[src/rtl/vmem_seq_pkg.sv]
package vmem_seq_pkg;

    typedef enum logic [1:0] {
        ST_IDLE  = 2'd0,
        ST_ISSUE = 2'd1,
        ST_DRAIN = 2'd2
    } seq_state_e;

endpackage

[src/rtl/vmem_addr_gen.sv]
module vmem_addr_gen #(
    parameter int ADDR_W = 16,
    parameter int LEN_W  = 7
) (
    input  logic              clk,
    input  logic              rst_n,
    input  logic              load_i,
    input  logic [ADDR_W-1:0] base_i,
    input  logic [ADDR_W-1:0] stride_i,
    input  logic [LEN_W-1:0]  len_i,
    input  logic              adv_i,
    output logic [ADDR_W-1:0] addr_o,
    output logic [LEN_W-1:0]  elem_o,
    output logic              last_o
);

    logic [ADDR_W-1:0] addr_q;
    logic [ADDR_W-1:0] stride_q;
    logic [LEN_W-1:0]  len_q;
    logic [LEN_W-1:0]  elem_q;

    // Address steps by the stored stride; the sum wraps at ADDR_W bits.
    always_ff @(posedge clk or negedge rst_n) begin
        if (!rst_n) begin
            addr_q   <= '0;
            stride_q <= '0;
            len_q    <= '0;
            elem_q   <= '0;
        end else if (load_i) begin
            addr_q   <= base_i;
            stride_q <= stride_i;
            len_q    <= len_i;
            elem_q   <= '0;
        end else if (adv_i) begin
            addr_q   <= addr_q + stride_q;
            elem_q   <= elem_q + LEN_W'(1);
        end
    end

    assign addr_o = addr_q;
    assign elem_o = elem_q;
    assign last_o = (elem_q == len_q - LEN_W'(1));

endmodule

[src/rtl/vmem_bank_timers.sv]
module vmem_bank_timers #(
    parameter int NUM_BANKS = 16,
    parameter int BANK_BUSY = 4
) (
    input  logic                         clk,
    input  logic                         rst_n,
    input  logic [$clog2(NUM_BANKS)-1:0] bank_i,
    input  logic                         issue_i,
    output logic                         free_o
);

    localparam int BANK_W = $clog2(NUM_BANKS);
    localparam int CNT_W  = $clog2(BANK_BUSY) + 1;

    logic [CNT_W-1:0] remain [NUM_BANKS];

    // One occupancy down-counter per bank; zero means the bank accepts an access.
    for (genvar b = 0; b < NUM_BANKS; b++) begin : g_bank
        always_ff @(posedge clk or negedge rst_n) begin
            if (!rst_n) begin
                remain[b] <= '0;
            end else if (issue_i && (bank_i == BANK_W'(b))) begin
                remain[b] <= CNT_W'(BANK_BUSY - 1);
            end else if (remain[b] != '0) begin
                remain[b] <= remain[b] - CNT_W'(1);
            end
        end
    end

    assign free_o = (remain[bank_i] == '0);

endmodule

[src/rtl/vmem_return_track.sv]
module vmem_return_track #(
    parameter int LEN_W   = 7,
    parameter int DATA_W  = 16,
    parameter int LATENCY = 12
) (
    input  logic              clk,
    input  logic              rst_n,
    input  logic              push_i,
    input  logic [LEN_W-1:0]  push_elem_i,
    input  logic              push_last_i,
    input  logic              rsp_valid_i,
    input  logic [DATA_W-1:0] rsp_data_i,
    output logic              tail_last_o,
    output logic              wb_valid_o,
    output logic [LEN_W-1:0]  wb_elem_o,
    output logic [DATA_W-1:0] wb_data_o,
    output logic              wb_last_o
);

    logic [LATENCY-1:0] tag_v;
    logic [LATENCY-1:0] tag_l;
    logic [LEN_W-1:0]   tag_e [LATENCY];

    // Tag delay line: stage k holds the request issued k+1 cycles ago.
    for (genvar k = 0; k < LATENCY; k++) begin : g_stage
        if (k == 0) begin : g_head
            always_ff @(posedge clk or negedge rst_n) begin
                if (!rst_n) begin
                    tag_v[k] <= 1'b0;
                    tag_l[k] <= 1'b0;
                    tag_e[k] <= '0;
                end else begin
                    tag_v[k] <= push_i;
                    tag_l[k] <= push_i & push_last_i;
                    tag_e[k] <= push_elem_i;
                end
            end
        end else begin : g_body
            always_ff @(posedge clk or negedge rst_n) begin
                if (!rst_n) begin
                    tag_v[k] <= 1'b0;
                    tag_l[k] <= 1'b0;
                    tag_e[k] <= '0;
                end else begin
                    tag_v[k] <= tag_v[k-1];
                    tag_l[k] <= tag_l[k-1];
                    tag_e[k] <= tag_e[k-1];
                end
            end
        end
    end

    assign tail_last_o = tag_v[LATENCY-1] & tag_l[LATENCY-1];

    always_ff @(posedge clk or negedge rst_n) begin
        if (!rst_n) begin
            wb_valid_o <= 1'b0;
            wb_last_o  <= 1'b0;
            wb_elem_o  <= '0;
            wb_data_o  <= '0;
        end else begin
            wb_valid_o <= tag_v[LATENCY-1] & rsp_valid_i;
            wb_last_o  <= tail_last_o;
            wb_elem_o  <= tag_e[LATENCY-1];
            wb_data_o  <= rsp_data_i;
        end
    end

endmodule

[src/rtl/vmem_seq.sv]
module vmem_seq
    import vmem_seq_pkg::*;
#(
    parameter int ADDR_W    = 16,
    parameter int DATA_W    = 16,
    parameter int LEN_W     = 7,
    parameter int NUM_BANKS = 16,
    parameter int BANK_BUSY = 4,
    parameter int LATENCY   = 12
) (
    input  logic                         clk,
    input  logic                         rst_n,
    input  logic                         start_i,
    input  logic [ADDR_W-1:0]            base_i,
    input  logic [ADDR_W-1:0]            stride_i,
    input  logic [LEN_W-1:0]             len_i,
    output logic                         busy_o,
    output logic                         req_valid_o,
    output logic [ADDR_W-1:0]            req_addr_o,
    output logic [$clog2(NUM_BANKS)-1:0] req_bank_o,
    output logic [LEN_W-1:0]             req_elem_o,
    output logic                         stall_o,
    input  logic                         rsp_valid_i,
    input  logic [DATA_W-1:0]            rsp_data_i,
    output logic                         wb_valid_o,
    output logic [LEN_W-1:0]             wb_elem_o,
    output logic [DATA_W-1:0]            wb_data_o,
    output logic                         done_o
);

    localparam int BANK_W = $clog2(NUM_BANKS);

    seq_state_e        state_q, state_d;
    logic              accept;
    logic              issue;
    logic              bank_free;
    logic [ADDR_W-1:0] cur_addr;
    logic [LEN_W-1:0]  cur_elem;
    logic              cur_last;
    logic              tail_last;
    logic              wb_last;
    logic              zero_done_q;

    assign accept = (state_q == ST_IDLE) && start_i;

    vmem_addr_gen #(.ADDR_W(ADDR_W), .LEN_W(LEN_W)) u_addr (
        .clk      (clk),
        .rst_n    (rst_n),
        .load_i   (accept),
        .base_i   (base_i),
        .stride_i (stride_i),
        .len_i    (len_i),
        .adv_i    (issue),
        .addr_o   (cur_addr),
        .elem_o   (cur_elem),
        .last_o   (cur_last)
    );

    vmem_bank_timers #(.NUM_BANKS(NUM_BANKS), .BANK_BUSY(BANK_BUSY)) u_timers (
        .clk     (clk),
        .rst_n   (rst_n),
        .bank_i  (cur_addr[BANK_W-1:0]),
        .issue_i (issue),
        .free_o  (bank_free)
    );

    vmem_return_track #(.LEN_W(LEN_W), .DATA_W(DATA_W), .LATENCY(LATENCY)) u_track (
        .clk         (clk),
        .rst_n       (rst_n),
        .push_i      (issue),
        .push_elem_i (cur_elem),
        .push_last_i (cur_last),
        .rsp_valid_i (rsp_valid_i),
        .rsp_data_i  (rsp_data_i),
        .tail_last_o (tail_last),
        .wb_valid_o  (wb_valid_o),
        .wb_elem_o   (wb_elem_o),
        .wb_data_o   (wb_data_o),
        .wb_last_o   (wb_last)
    );

    // State register
    always_ff @(posedge clk or negedge rst_n) begin
        if (!rst_n) begin
            state_q <= ST_IDLE;
        end else begin
            state_q <= state_d;
        end
    end

    // Transitions
    always_comb begin
        state_d = state_q;
        unique case (state_q)
            ST_IDLE:  if (start_i && (len_i != '0)) state_d = ST_ISSUE;
            ST_ISSUE: if (issue && cur_last)        state_d = ST_DRAIN;
            ST_DRAIN: if (tail_last)                state_d = ST_IDLE;
            default:                                state_d = ST_IDLE;
        endcase
    end

    // Outputs
    always_comb begin
        busy_o  = 1'b0;
        issue   = 1'b0;
        stall_o = 1'b0;
        unique case (state_q)
            ST_IDLE: ;
            ST_ISSUE: begin
                busy_o  = 1'b1;
                issue   = bank_free;
                stall_o = !bank_free;
            end
            ST_DRAIN: busy_o = 1'b1;
            default: ;
        endcase
    end

    always_ff @(posedge clk or negedge rst_n) begin
        if (!rst_n) begin
            zero_done_q <= 1'b0;
        end else begin
            zero_done_q <= accept && (len_i == '0);
        end
    end

    assign req_valid_o = issue;
    assign req_addr_o  = cur_addr;
    assign req_bank_o  = cur_addr[BANK_W-1:0];
    assign req_elem_o  = cur_elem;
    assign done_o      = zero_done_q | (wb_valid_o & wb_last);

endmodule

[config.mk]
export PLATFORM = sky130hd
export DESIGN_NAME = vmem_seq
export DESIGN_NICKNAME = d
export VERILOG_FILES = /design/src/rtl/vmem_seq_pkg.sv /design/src/rtl/vmem_addr_gen.sv /design/src/rtl/vmem_bank_timers.sv /design/src/rtl/vmem_return_track.sv /design/src/rtl/vmem_seq.sv
export SDC_FILE = /design/constraint.sdc
export NUM_CORES = 1
export LEC_CHECK = 0
export BUFFER_PORTS_ARGS = -buffer_cell sky130_fd_sc_hd__buf_4
export CAP_MARGIN = 30
export CORE_MARGIN = 2
export CORE_UTILIZATION = 45
export CTS_CLUSTER_DIAMETER = 80
export DETAILED_ROUTE_END_ITERATION = 12
export PLACE_DENSITY_LB_ADDON = 0.12
export SYNTH_ARGS = -nofsm -noshare
export SYNTH_HDL_FRONTEND = slang
export SYNTH_SLANG_ARGS = --single-unit
[constraint.sdc]
create_clock -name clk -period 2.3 [get_ports clk]
set_clock_uncertainty 0.05 [all_clocks]
set_input_delay 0.23 -clock clk [delete_from_list [all_inputs] [get_ports clk]]
set_output_delay 0.23 -clock clk [all_outputs]
set_load 0.005 [all_outputs]
-- Word-level counts from Yosys, hierarchy flattened
Index checks and enable logic that the tools add are counted.
- add/sub/neg operators: 19
- multiply operators: 0
- divide/modulo/power cells: 0
- magnitude comparators: 1
- equal/unequal tests: 21
- shifts and indexed selects: 0
- muxes and demuxes: 46
- bitwise operators: 6
- reductions and logical operators: 61
- operators with widths (operator ; count):
    2-to-1 mux 3 bit ; 34
    nonzero test 3 bit ; 16
    subtractor 3 x 1 -> 3 bit, second input constant ; 16
    nonzero test 2 bit ; 17
    equality test 4 bit, second input constant ; 8
    2-to-1 mux 16 bit ; 2
    logical AND 1 bit ; 20
    adder 16 bit ; 1
    equality test 4 x 3 -> 1 bit, second input constant ; 4
    2-to-1 mux 7 bit ; 2
    binary-select mux 3 bit (select 4 bit) ; 1
    equality test 4 x 2 -> 1 bit, second input constant ; 2
    adder 7 x 1 -> 7 bit, second input constant ; 1
    equality test 7 bit ; 1
    logical NOT 7 bit ; 1
    nonzero test 7 bit ; 1
    subtractor 7 x 1 -> 7 bit, second input constant ; 1
    2-to-1 mux 2 bit ; 3
    one-hot mux 2 bit (3 select lines) ; 1
    >= comparator 5 bit, second input constant ; 1
    inverter 4 -> 5 bit ; 1
    bitwise AND 1 bit ; 4
    equality test 4 x 1 -> 1 bit, second input constant ; 1
    logical NOT 4 bit ; 1
    11 further kinds ; 14
- bits in registers: 230
- latch bits: 0
- bits in writable memories: 0
- bits in read-only memories: 0
- bits of input ports: 59
- output and inout port bits: 55
- word-level logic and storage cells: 216
- memories: 0

-- Depth between registers and ports, before layout
Gate-level depths: netlist of the first run.
- word-level depth: 9
- gate-level depth with buffers: 12
- mapped depth without buffers: 10

-- Modules after synthesis
A second synthesis of the first run with hierarchy kept.
- cells, all modules: 749
- area, all modules: 9280.2 µm²
- by module, submodules not included (module ; times used ; cells each ; area each (µm²) ; seq. area each (µm²)):
    vmem_return_track ; 1 ; 136 ; 3347.0 ; 3328.2
    vmem_bank_timers ; 1 ; 311 ; 2875.3 ; 1201.2
    vmem_addr_gen ; 1 ; 275 ; 2771.4 ; 1151.1
    vmem_seq ; 1 ; 27 ; 286.5 ; 75.1

-- Worst setup path after synthesis of the first run
OpenSTA, ideal clock, no wires.
- kind: register -> register
- start point: reg u_addr.addr_q[3], in the netlist u_addr.addr_o[3]
- end point: reg u_addr.elem_q[4], in the netlist u_addr.elem_o[4]
- setup time: 0.135 ns
- arrival time: 2.263 ns
- data required time: 2.115 ns
- slack: -0.148 ns
- cell stages (with the launch flop): 11
- buffers on the path: 4
- clock period less this slack: 2.448 ns
- cell sequence: dfrtp_1 buf_2 mux4_2 mux2i_1 and4b_1 o21ai_2 buf_6 buf_2 buf_2 o31ai_1 a21oi_1
- cells in the longest elaborated chain, start to end: 7
- RTL lines (item ; line ; text):
    start, declared ; vmem_addr_gen.sv:17 ; logic [ADDR_W-1:0] addr_q;
    start signal, assigned ; vmem_addr_gen.sv:30 ; addr_q <= base_i;
    start signal, assigned ; vmem_addr_gen.sv:35 ; addr_q <= addr_q + stride_q;
    inverter 4 -> 5 bit (implied by the code) ; vmem_bank_timers.sv:30 ; assign free_o = (remain[bank_i] == '0);
    binary-select mux 3 bit (select 4 bit) ; vmem_bank_timers.sv:30 ;
    2-to-1 mux 3 bit (implied by the code) (2 in series) ; vmem_bank_timers.sv:30 ;
    logical NOT 3 bit ; vmem_bank_timers.sv:30 ;
    2-to-1 mux 1 bit ; vmem_seq.sv:107 ; unique case (state_q)
    nonzero test 2 bit (no source line) ; -- ;
    end signal, assigned ; vmem_addr_gen.sv:36 ; elem_q <= elem_q + LEN_W'(1);
    end, declared ; vmem_addr_gen.sv:20 ; logic [LEN_W-1:0] elem_q;
No other way between the ends. The select of a mux whose other input is x is not followed.
A chain may end at the register's enable or synchronous reset.

-- Worst setup path in the final report of the first run
- start point: reg u_addr.addr_q[0], in the netlist u_addr.addr_o[0]
- end point: out stall_o
- cells in the longest elaborated chain, start to end: 7
- RTL lines (item ; line ; text):
    inverter 4 -> 5 bit (implied by the code) ; vmem_bank_timers.sv:30 ;
    binary-select mux 3 bit (select 4 bit) ; vmem_bank_timers.sv:30 ;
    2-to-1 mux 3 bit (implied by the code) (2 in series) ; vmem_bank_timers.sv:30 ;
    logical NOT 3 bit ; vmem_bank_timers.sv:30 ;
    logical NOT 1 bit ; vmem_seq.sv:112 ; stall_o = !bank_free;
    2-to-1 mux 1 bit ; vmem_seq.sv:107 ;
    end, declared ; vmem_seq.sv:22 ; output logic stall_o,
No other way between the ends. The select of a mux whose other input is x is not followed.

==> results of run 1 <==
## sequential cells by signal (all words and copies together) (netlist names), 2 cells and up
| signal | count |
|---|---|
| state_q | 2 |
| u_addr.addr_o | 16 |
| u_addr.elem_o | 7 |
| u_addr.len_q | 7 |
| u_addr.stride_q | 16 |
| u_timers.remain | 48 |
| u_track.tag_e | 84 |
| u_track.tag_l | 12 |
| u_track.tag_v | 12 |
| u_track.wb_data_o | 16 |
| u_track.wb_elem_o | 7 |
## stage by stage
stage / utilization, % / instance area, sq um / total power [uW] / TNS [ns] / worst slack (ns)
2_1_floorplan: - / 9324 / 11060 / -0.1845 / -0.03922
3_3_place_gp: 54.71 / 11070 / 13500 / -6.536 / -0.2775
3_5_place_dp: 54.71 / 11070 / 14020 / -11.16 / -0.3246
4_1_cts: 63.20 / 12790 / 19040 / -9.473 / -0.4321
5_1_grt: 63.88 / 12920 / 20770 / -16.54 / -0.5290
6_report: 63.88 / 12920 / 19340 / -8.741 / -0.4197
## final cells by class
cell class / count / area, sq um / area share (%)
flip-flops and latches: 230 / 5759 / 44.56
repair buffers: 265 / 2276 / 17.61
inverters: 64 / 242.7 / 1.878
well taps: 270 / 337.8 / 2.614
multi-input cells: 427 / 3471 / 26.85
clock buffers: 34 / 699.4 / 5.411
clock inverters: 9 / 138.9 / 1.075
## where the power goes
group	switching, uW	leakage, uW	total [uW]	internal [uW]
combinational	4640	0.00305	9370	4740
clock	1560	0.000415	4030	2470
sequential	765	0.00295	5940	5170
## final timing paths
kind | endpoint | depth (start not counted)
worst min register to register | u_track.tag_l[1] | 0
max in group asynchronous | u_addr.addr_o[15] | 3
min in group asynchronous | u_track.wb_data_o[9] | 2
worst max register to register | u_addr.elem_o[3] | 8
worst min-delay path | state_q[1] | 5
worst max-delay path | stall_o | 7
## kinds of logic (layout without fill, tap and decap cells)
| logic type | Yosys count | in the layout | synth area share (%) |
|---|---|---|---|
| flip-flops | 230 | 230 | 61.97 |
| AND/OR/NAND/NOR | 160 | 160 | 8.285 |
| AO/OA/AOI/OAI | 134 | 134 | 9.659 |
| buffers and inverters | 88 | 372 | 4.014 |
| adder cells (fa/ha/maj) | 54 | 54 | 7.356 |
| multiplexers | 41 | 41 | 5.133 |
| XOR/XNOR | 38 | 38 | 3.583 |
## synthesized netlist by cell type, types with 4 or more instances
library cell and instances:
a211oi_1 4, a2111oi_0 4, clkbuf_1 9, o21ai_0 24, a21o_1 6, nor2_1 63
o31ai_1 8, xor2_1 26, buf_2 4, nor4_1 7, a31oi_1 7, nand2b_1 16
nor3_1 17, xnor2_1 12, ha_1 53, nand3_1 5, a21oi_1 42, o21a_1 7
nand2_1 30, buf_4 6, dfrtp_1 230, mux2i_1 15, inv_1 63, a211o_1 8
mux2_2 22
## critical path, cell delays in order (launching register included)
cell,delay (ns)
dfrtp_2,0.49
buf_4,0.16
mux4_2,0.53
a211oi_4,0.28
buf_4,0.16
nor3b_2,0.04
buf_4,0.13
buf_4,0.13
## what timing repair did
action / CTS / global route
pin swaps: 15 / 10
setup endpoints to repair: 76 / 76
gates resized for setup: 48 / 32
hold buffers: 57 / 0
gates cloned: 1 / 0
buffers inserted: 10 / 0
endpoints found under the hold margin: 188 / 0
## metal layers
layer / track usage, % / vias up / wire length (microns)
li1: - / 3080 / -
met1: 23.04 / 3235 / 8318
met2: 33.44 / 154 / 10330
met3: 3.765 / 44 / 1014
met4: 5.769 / 0 / 556
met5: 0 / - / 0
==> impl_metrics.ini, run 1 <==
[run_status]
status = finished with violations
failed_checks = negative setup slack

[placement]
dp_hpwl_mm = 13.47
gp_congestion = 0.8432
dpl.cell_count = 1188
io_buffers = 113

[synth]
ys_types = 60
synth.net_count = 858
yosysTopAreaCell = dfrtp_1
netlist_instances = 745
synth_edf_count = 0
ys_ff_latch = 230
yosysTopAreaCellShare_pct = 61.97
ys_warn_count = 0
syn-mean-instance-area_sq_um = 12.47
synth_ff_type = dfrtp_1
async_flop_share_pct = 100.0
synth_area_sq_mm = 0.009288
synth-seq-area-share_pct = 61.97
synth.area.top_cells = dfrtp_1, ha_1, mux2_2

[critical_path]
crit-reg2reg-launch = u_addr.addr_o[0]
startpoint = u_addr.addr_o[0]
crit_fanout = 7
crit_path_end_kind = primary output
criticalPathCategory = reg -> out
start_kind = flop
worstPathArrival_ns = 2.44
critical_path_required_ns = 2.02
ff2ff_setup_slack_ns = -0.33

[global_route]
antenna_found_initial = 0
grt-ovfl-total = 0
grt_pass1_wl_mm = 33.28
grt_pass1_vias = 6925
grt_start_max_net_pins = 67
grt_util_all_layers_pct = 18.76

[detailed_routing]
drt_iter0_drc = 207
wl_mm = 20.22
vias_per_cell = 5.014
drtPass1Iterations = 4
wl_per_cell_microns = 15.56
antenna_left = 0
dr_total_vias = 6513
drc = 0

[cells_and_area]
drive_above_1_share_pct = 31.88
n_antenna_cell = 0
nets = 1126
fill_cells = 1503
final_cell_mix = dfrtp_1, buf_4, nor2_1, inv_1, dlygate4sd3_1
area_growth_pct = 39.16
final_cells = 1299
mostFrequentLayoutCell = dfrtp_1

[die]
num_rows = 52
initial_core_util_pct = 45.90
die-width_microns = 147.7
io_pins = 114
die_h_microns = 147.7
core_area_sq_mm = 0.02023
fp.dieArea_sq_mm = 0.02181

[timing]
fmax_mhz = 367.7
period_share_pct = 118.2
grt_setup_unrepaired = true
holdWs_ns = 0.1241
finalSetupViolations = 65
slew_headroom_pct = 69.17
period_needed_ns = 2.720
hold_viol_final = 0
worst_slack_ns = -0.4197
slew_viol_final = 0
worstMarginPinSlew_ns = 0.4613

[clocking]
clkLatencyLatePin_ns = 0.52
h-tree-depth = 1
clk_pin_slew_ns = 0.06
cts_root_buf = clkbuf_16
cts_made_buffers = 25
cts.sinks = 230
cts_tree = yes
clockBufferDepth = 3

[power]
powerDensity_mw_per_mm2 = 1496
p_leak_uw = 0.006418
peakVddDrop_mv = 0.8590

[run]
drv_cap = 0

[worst_hold_path]
hold_path_class = in -> reg
hold_start = start_i
Note: power is estimated with default switching activity, not from simulation.
==> run 2, diff against run 1 <==
clock period = 2.7 ns   (was 2.3 ns; I/O delays follow)
==> run 2 against run 1 <==
The flow still finishes with violations (negative setup slack). Critical path depth increased by 1. Via count decreased by 3.4%. Sequential cell count unchanged. First-iteration DRC count increased by 41%. Cell area decreased by 4.3%. Die area unchanged. Largest power group unchanged.
==> impl_metrics.ini, run 2 (synthesized netlist as in run 1, its figures left out) <==
[die]
fp.dieArea_sq_mm = 0.02181
initial_core_util_pct = 45.90
core_area_sq_mm = 0.02023
die-width_microns = 147.7
die_h_microns = 147.7
io_pins = 114
num_rows = 52

[global_route]
grt_pass1_vias = 6671
grt_util_all_layers_pct = 17.92
grt_pass1_wl_mm = 31.68
grt_start_max_net_pins = 88
antenna_found_initial = 0
grt-ovfl-total = 0

[cells_and_area]
regMostFlops = u_track.tag_e
stdcell_area_sq_mm = 0.01236
final_cell_mix = dfrtp_1, buf_4, nor2_1, inv_1, dlygate4sd3_1
largest_register_ffs = 84
drive_above_1_share_pct = 26.73
nets = 1074
mostFrequentLayoutCell = dfrtp_1
n_antenna_cell = 0
top_regs = u_track.tag_e x84, u_timers.remain x48
area_growth_pct = 33.13

[clocking]
clockBufferDepth = 3
cts_root_buf = clkbuf_16
cts_made_buffers = 25
clkLatencyLatePin_ns = 0.53
cts_tree = yes
clk_pin_slew_ns = 0.06
cts.sinks = 230
h-tree-depth = 1

[timing]
fmax_mhz = 369.6
finalSetupViolations = 1
worstMarginPinSlew_ns = 0.7106
hold_viol_final = 0
period_needed_ns = 2.705
holdWs_ns = 0.1952
slew_viol_final = 0
worst_slack_ns = -0.005383
slew_headroom_pct = 52.51
period_share_pct = 100.2
grt_setup_unrepaired = true

[critical_path]
cpPeakStageDelay_ns = 0.50
path_buf_inv = 3
path_delay_family = simple AND/OR/NAND/NOR gates
start_kind = flop
cp_slowest_cell = or4_4
crit_path_end_kind = primary output
crit_chain = buf_12 > nor3_4 > a2111oi_1 > or4_4 > a211oi_4 > buf_4 > nor3b_2 > buf_4
worstPathArrival_ns = 2.39
crit_path_frequent_cell = buf_4
critical_path_required_ns = 2.38
criticalPathCategory = reg -> out
crit_fanout = 10

[placement]
dp_hpwl_mm = 13.10
io_buffers = 113
placed_area_sq_mm = 0.01065
gp_congestion = 0.8035

[run_status]
failed_checks = negative setup slack
status = finished with violations

[detailed_routing]
antenna_left = 0
vias_per_cell = 5.033
drtPass1Iterations = 4
drc = 0
wl_per_cell_microns = 15.47
drt_iter0_drc = 292
wl_mm = 19.34
dr_total_vias = 6291

[worst_hold_path]
hold_path_class = in -> reg

[power]
p_int_uw = 9865
p_leak_uw = 0.006090
p_clk_share_pct = 23.0
p_comb_share_pct = 43.5
power_switching_uw = 5429
sw_frac_of_total_pct = 35.50
seqPwrFrac_pct = 33.5
powerDensity_mw_per_mm2 = 1237
peakVddDrop_mv = 0.6691

[run]
drv_cap = 0
==> run 2: power groups by stage <==
| stage | logic, uW | registers [uW] | clock network, uW |
|---|---|---|---|
| 2_1_floorplan | 4420 | 4930 | 0 |
| 3_3_place_gp | 5750 | 5080 | 0 |
| 3_5_place_dp | 6100 | 5140 | 0 |
| 4_1_cts | 6380 | 5090 | 3610 |
| 5_1_grt | 7440 | 5230 | 3760 |
| 6_report | 6660 | 5120 | 3510 |
==> run 2: worst reg2reg max path: stages (launching register included) <==
cell and delay [ns]:
dfrtp_2 0.43, buf_12 0.15, nor3_4 0.12, a2111oi_1 0.08, or4_4 0.50, a211oi_4 0.24
o21ai_4 0.12, buf_6 0.15, buf_4 0.16, or4_1 0.51, a21oi_1 0.13
==> run 2: what timing repair did <==
action                                  CTS  global route
pin swaps                                 4             9
endpoints found under the hold margin   139             0
resized for setup                        15            30
hold buffers                             57             0
buffers inserted                          7             4
cloned                                    0             1
endpoints found under the setup margin    9            65
==> run 2: path summary, 6_finish.rpt <==
check / from / to / slack, ns / cells past startpoint
hold / removal: start_i / state_q[1] / 0.20 / 5
setup / recovery: u_addr.addr_o[0] / stall_o / -0.005 / 8
hold reg to reg: u_track.tag_e[49] / u_track.tag_e[42] / 0.29 / 0
setup reg to reg: u_addr.addr_o[0] / u_addr.elem_o[5] / 0.01 / 10
min in group asynchronous: rst_n / u_track.wb_data_o[9] / 0.30 / 2
max in group asynchronous: rst_n / u_addr.stride_q[11] / 1.48 / 3
==> run 2: cell type report <==
type / count / area (sq um)
flip-flops and latches: 230 / 5759
fillers: 1599 / 7870
clock inverters: 9 / 141.4
repair buffers: 213 / 1836
clock buffers: 37 / 730.7
inverters: 64 / 242.7
well taps: 270 / 337.8
multi-input cells: 427 / 3317
==> run 2: per-layer routing <==
layer  GRT usage (%)  vias to the layer above  share of wire, %
met1           22.59                     3109                42
met4           5.000                        0               2.3
met2           31.56                      152                51
met3           3.611                       33               4.9
met5               0                        -                 0
li1                -                     2997                 -
==> run 2: metrics by stage <==
stage          total power [uW]  instances  setup WS (ns)    TNS, ns  util (%)
2_1_floorplan              9348        745         0.2521          0         -
3_3_place_gp              10830       1137       -0.05187   -0.05187     52.62
3_5_place_dp              11250       1137        -0.1096    -0.1786     52.62
4_1_cts                   15090       1246       -0.08196    -0.1598     60.24
5_1_grt                   16430       1250       -0.08872    -0.3759     61.11
6_report                  15290       1250      -0.005383  -0.005383     61.11
==> run 3, diff against run 2 <==
PLACE_DENSITY = 0.74   (was unset)
PLACE_DENSITY_LB_ADDON = unset   (was 0.12)
==> run 3 against run 2 <==
The flow now finishes without violations. Non-clock buffer count fell by 2. Sequential cell count stayed put. Worst setup slack improved by 0.0063 ns.
==> impl_metrics.ini, run 3 (synthesized netlist as in run 1, its figures left out) <==
[detailed_routing]
antenna_left = 0
m1WireLength_mm = 8.192
routed.top_layer = met4
vias_per_cell = 4.935
dr_total_vias = 6139
drt_iter0_drc = 220
drc = 0
wl_mm = 19.10
drtPass1Iterations = 4
wl_met2_mm = 9.389
wl_per_cell_microns = 15.35
wl_met3_mm = 1.067

[placement]
io_buffers = 113
gp_congestion = 0.8179
dp_hpwl_mm = 12.56
placed_area_sq_mm = 0.01065
pre_cts_slack_ns = 0.01357

[cells_and_area]
regMostFlops = u_track.tag_e
final_cell_mix = dfrtp_1, buf_4, nor2_1, inv_1, dlygate4sd3_1
stdcell_area_sq_mm = 0.01223
multi_input_area_sq_mm = 0.003287
n_antenna_cell = 0
largest_register_ffs = 84
drive_above_1_share_pct = 25.87
area_growth_pct = 31.67
mostFrequentLayoutCell = dfrtp_1
nets = 1071
register_area_sq_mm = 0.005757
top_regs = u_track.tag_e x84, u_timers.remain x48
fill_cells = 1574

[critical_path]
worstPathArrival_ns = 2.38
ff2ff_path_depth = 11
rr_endpoint = u_timers.remain[10]
critical_path_required_ns = 2.38
start_kind = flop
crit_path_end_kind = primary output
crit_fanout = 6
criticalPathCategory = reg -> out
ff2ff_setup_slack_ns = 0.09
crit-reg2reg-launch = u_addr.addr_o[0]

[clocking]
cts_made_buffers = 24
h-tree-depth = 1
clockBufferDepth = 3
cts.sinks = 230
clk_pin_slew_ns = 0.06
cts_tree = yes
clkLatencyLatePin_ns = 0.51
cts_root_buf = clkbuf_16

[timing]
worst_slack_ns = 0.0009375
finalSetupViolations = 0
slew_headroom_pct = 69.31
period_needed_ns = 2.699
period_share_pct = 99.97
worstMarginPinSlew_ns = 0.4603
grt_setup_unrepaired = true
hold_viol_final = 0
final.setup.tns_ns = 0
fmax_mhz = 370.5
slew_viol_final = 0

[worst_hold_path]
hold_path_class = in -> reg
hold_start = start_i
min_to = state_q[1]
hold_path_depth = 5

[die]
core_area_sq_mm = 0.02023
die-width_microns = 147.7
num_rows = 52
io_pins = 114
die_h_microns = 147.7
initial_core_util_pct = 45.90
fp.dieArea_sq_mm = 0.02181

[run]
drv_cap = 0

[global_route]
grt_pass1_wl_mm = 31.12
grt_pass1_vias = 6399
grt_start_max_net_pins = 72
antenna_found_initial = 0
grt-ovfl-total = 0
grt_util_all_layers_pct = 17.65

[power]
p_leak_uw = 0.006035
powerDensity_mw_per_mm2 = 1217
peakVddDrop_mv = 0.7795

[run_status]
status = complete, no violations
-- run 3: changes by cell type in the layout (fill, tap and decap cells not counted), sizes merged --
cell / previous run / this run
inv: 66 / 65
clkinv: 3 / 5
buf: 155 / 154
clkbuf: 38 / 32
-- run 3: per-stage QoR --
step / power [uW] / utilization [%] / hold slack, ns / cells
6_report: 14880 / 60.44 / 0.1781 / 1244
5_1_grt: 16020 / 60.44 / 0.2464 / 1244
4_1_cts: 14780 / 59.88 / 0.1662 / 1242
3_5_place_dp: 11130 / 52.65 / 0.1626 / 1138
3_3_place_gp: 10930 / 52.65 / 0.1607 / 1138
2_1_floorplan: 9348 / - / -0.07559 / 745
-- run 3: how the worst max path moves through the flow --
stage / start / endpoint / slack, ns / cells past startpoint
floorplan: u_addr.addr_o[3] / u_addr.elem_o[4] / 0.25 / 10
global placement: u_addr.len_q[0] / state_q[0] / 0.09 / 10
detailed placement: u_addr.addr_o[0] / u_timers.remain[40] / 0.01 / 10
CTS: u_addr.addr_o[0] / req_valid_o / -0.07 / 9
global route: u_addr.addr_o[0] / stall_o / -0.09 / 8
finish: u_addr.addr_o[0] / stall_o / 0.0009 / 8
-- run 3: final cells by class --
| type | count | share of cell area [%] |
|---|---|---|
| Sequential cell | 230 | 47.07 |
| Multi-Input combinational cell | 427 | 26.88 |
| Timing Repair Buffer | 211 | 14.58 |
| Clock buffer | 32 | 5.484 |
| Tap cell | 270 | 2.762 |
| Inverter | 64 | 1.964 |
| Clock inverter | 10 | 1.258 |
-- run 3: repair_timing --
| action | 4_1_cts | 5_1_grt |
|---|---|---|
| buffers inserted | 5 | 3 |
| gates resized for setup | 9 | 24 |
| pin swaps | 2 | 4 |
| hold endpoints to repair | 108 | 0 |
| endpoints found under the setup margin | 2 | 52 |
| hold buffers | 57 | 0 |
-- run 3: critical path, stage by stage (launching register included) --
cell	delay [ns]
dfrtp_1	0.41
buf_6	0.15
nor3_2	0.15
a2111oi_2	0.09
or4_4	0.50
a211oi_4	0.23
buf_4	0.16
nor3b_2	0.04
buf_4	0.13
-- run 3: layer usage --
metal,up-vias,global-route usage (%)
li1,2988,-
met1,2960,22.30
met2,155,31.02
met3,36,3.827
met4,0,4.471
met5,-,0
-- run 3: power breakdown --
group / internal, uW / switching, uW / total (uW)
clock: 2040 / 1330 / 3380
sequential: 4400 / 682 / 5080
combinational: 3120 / 3300 / 6420
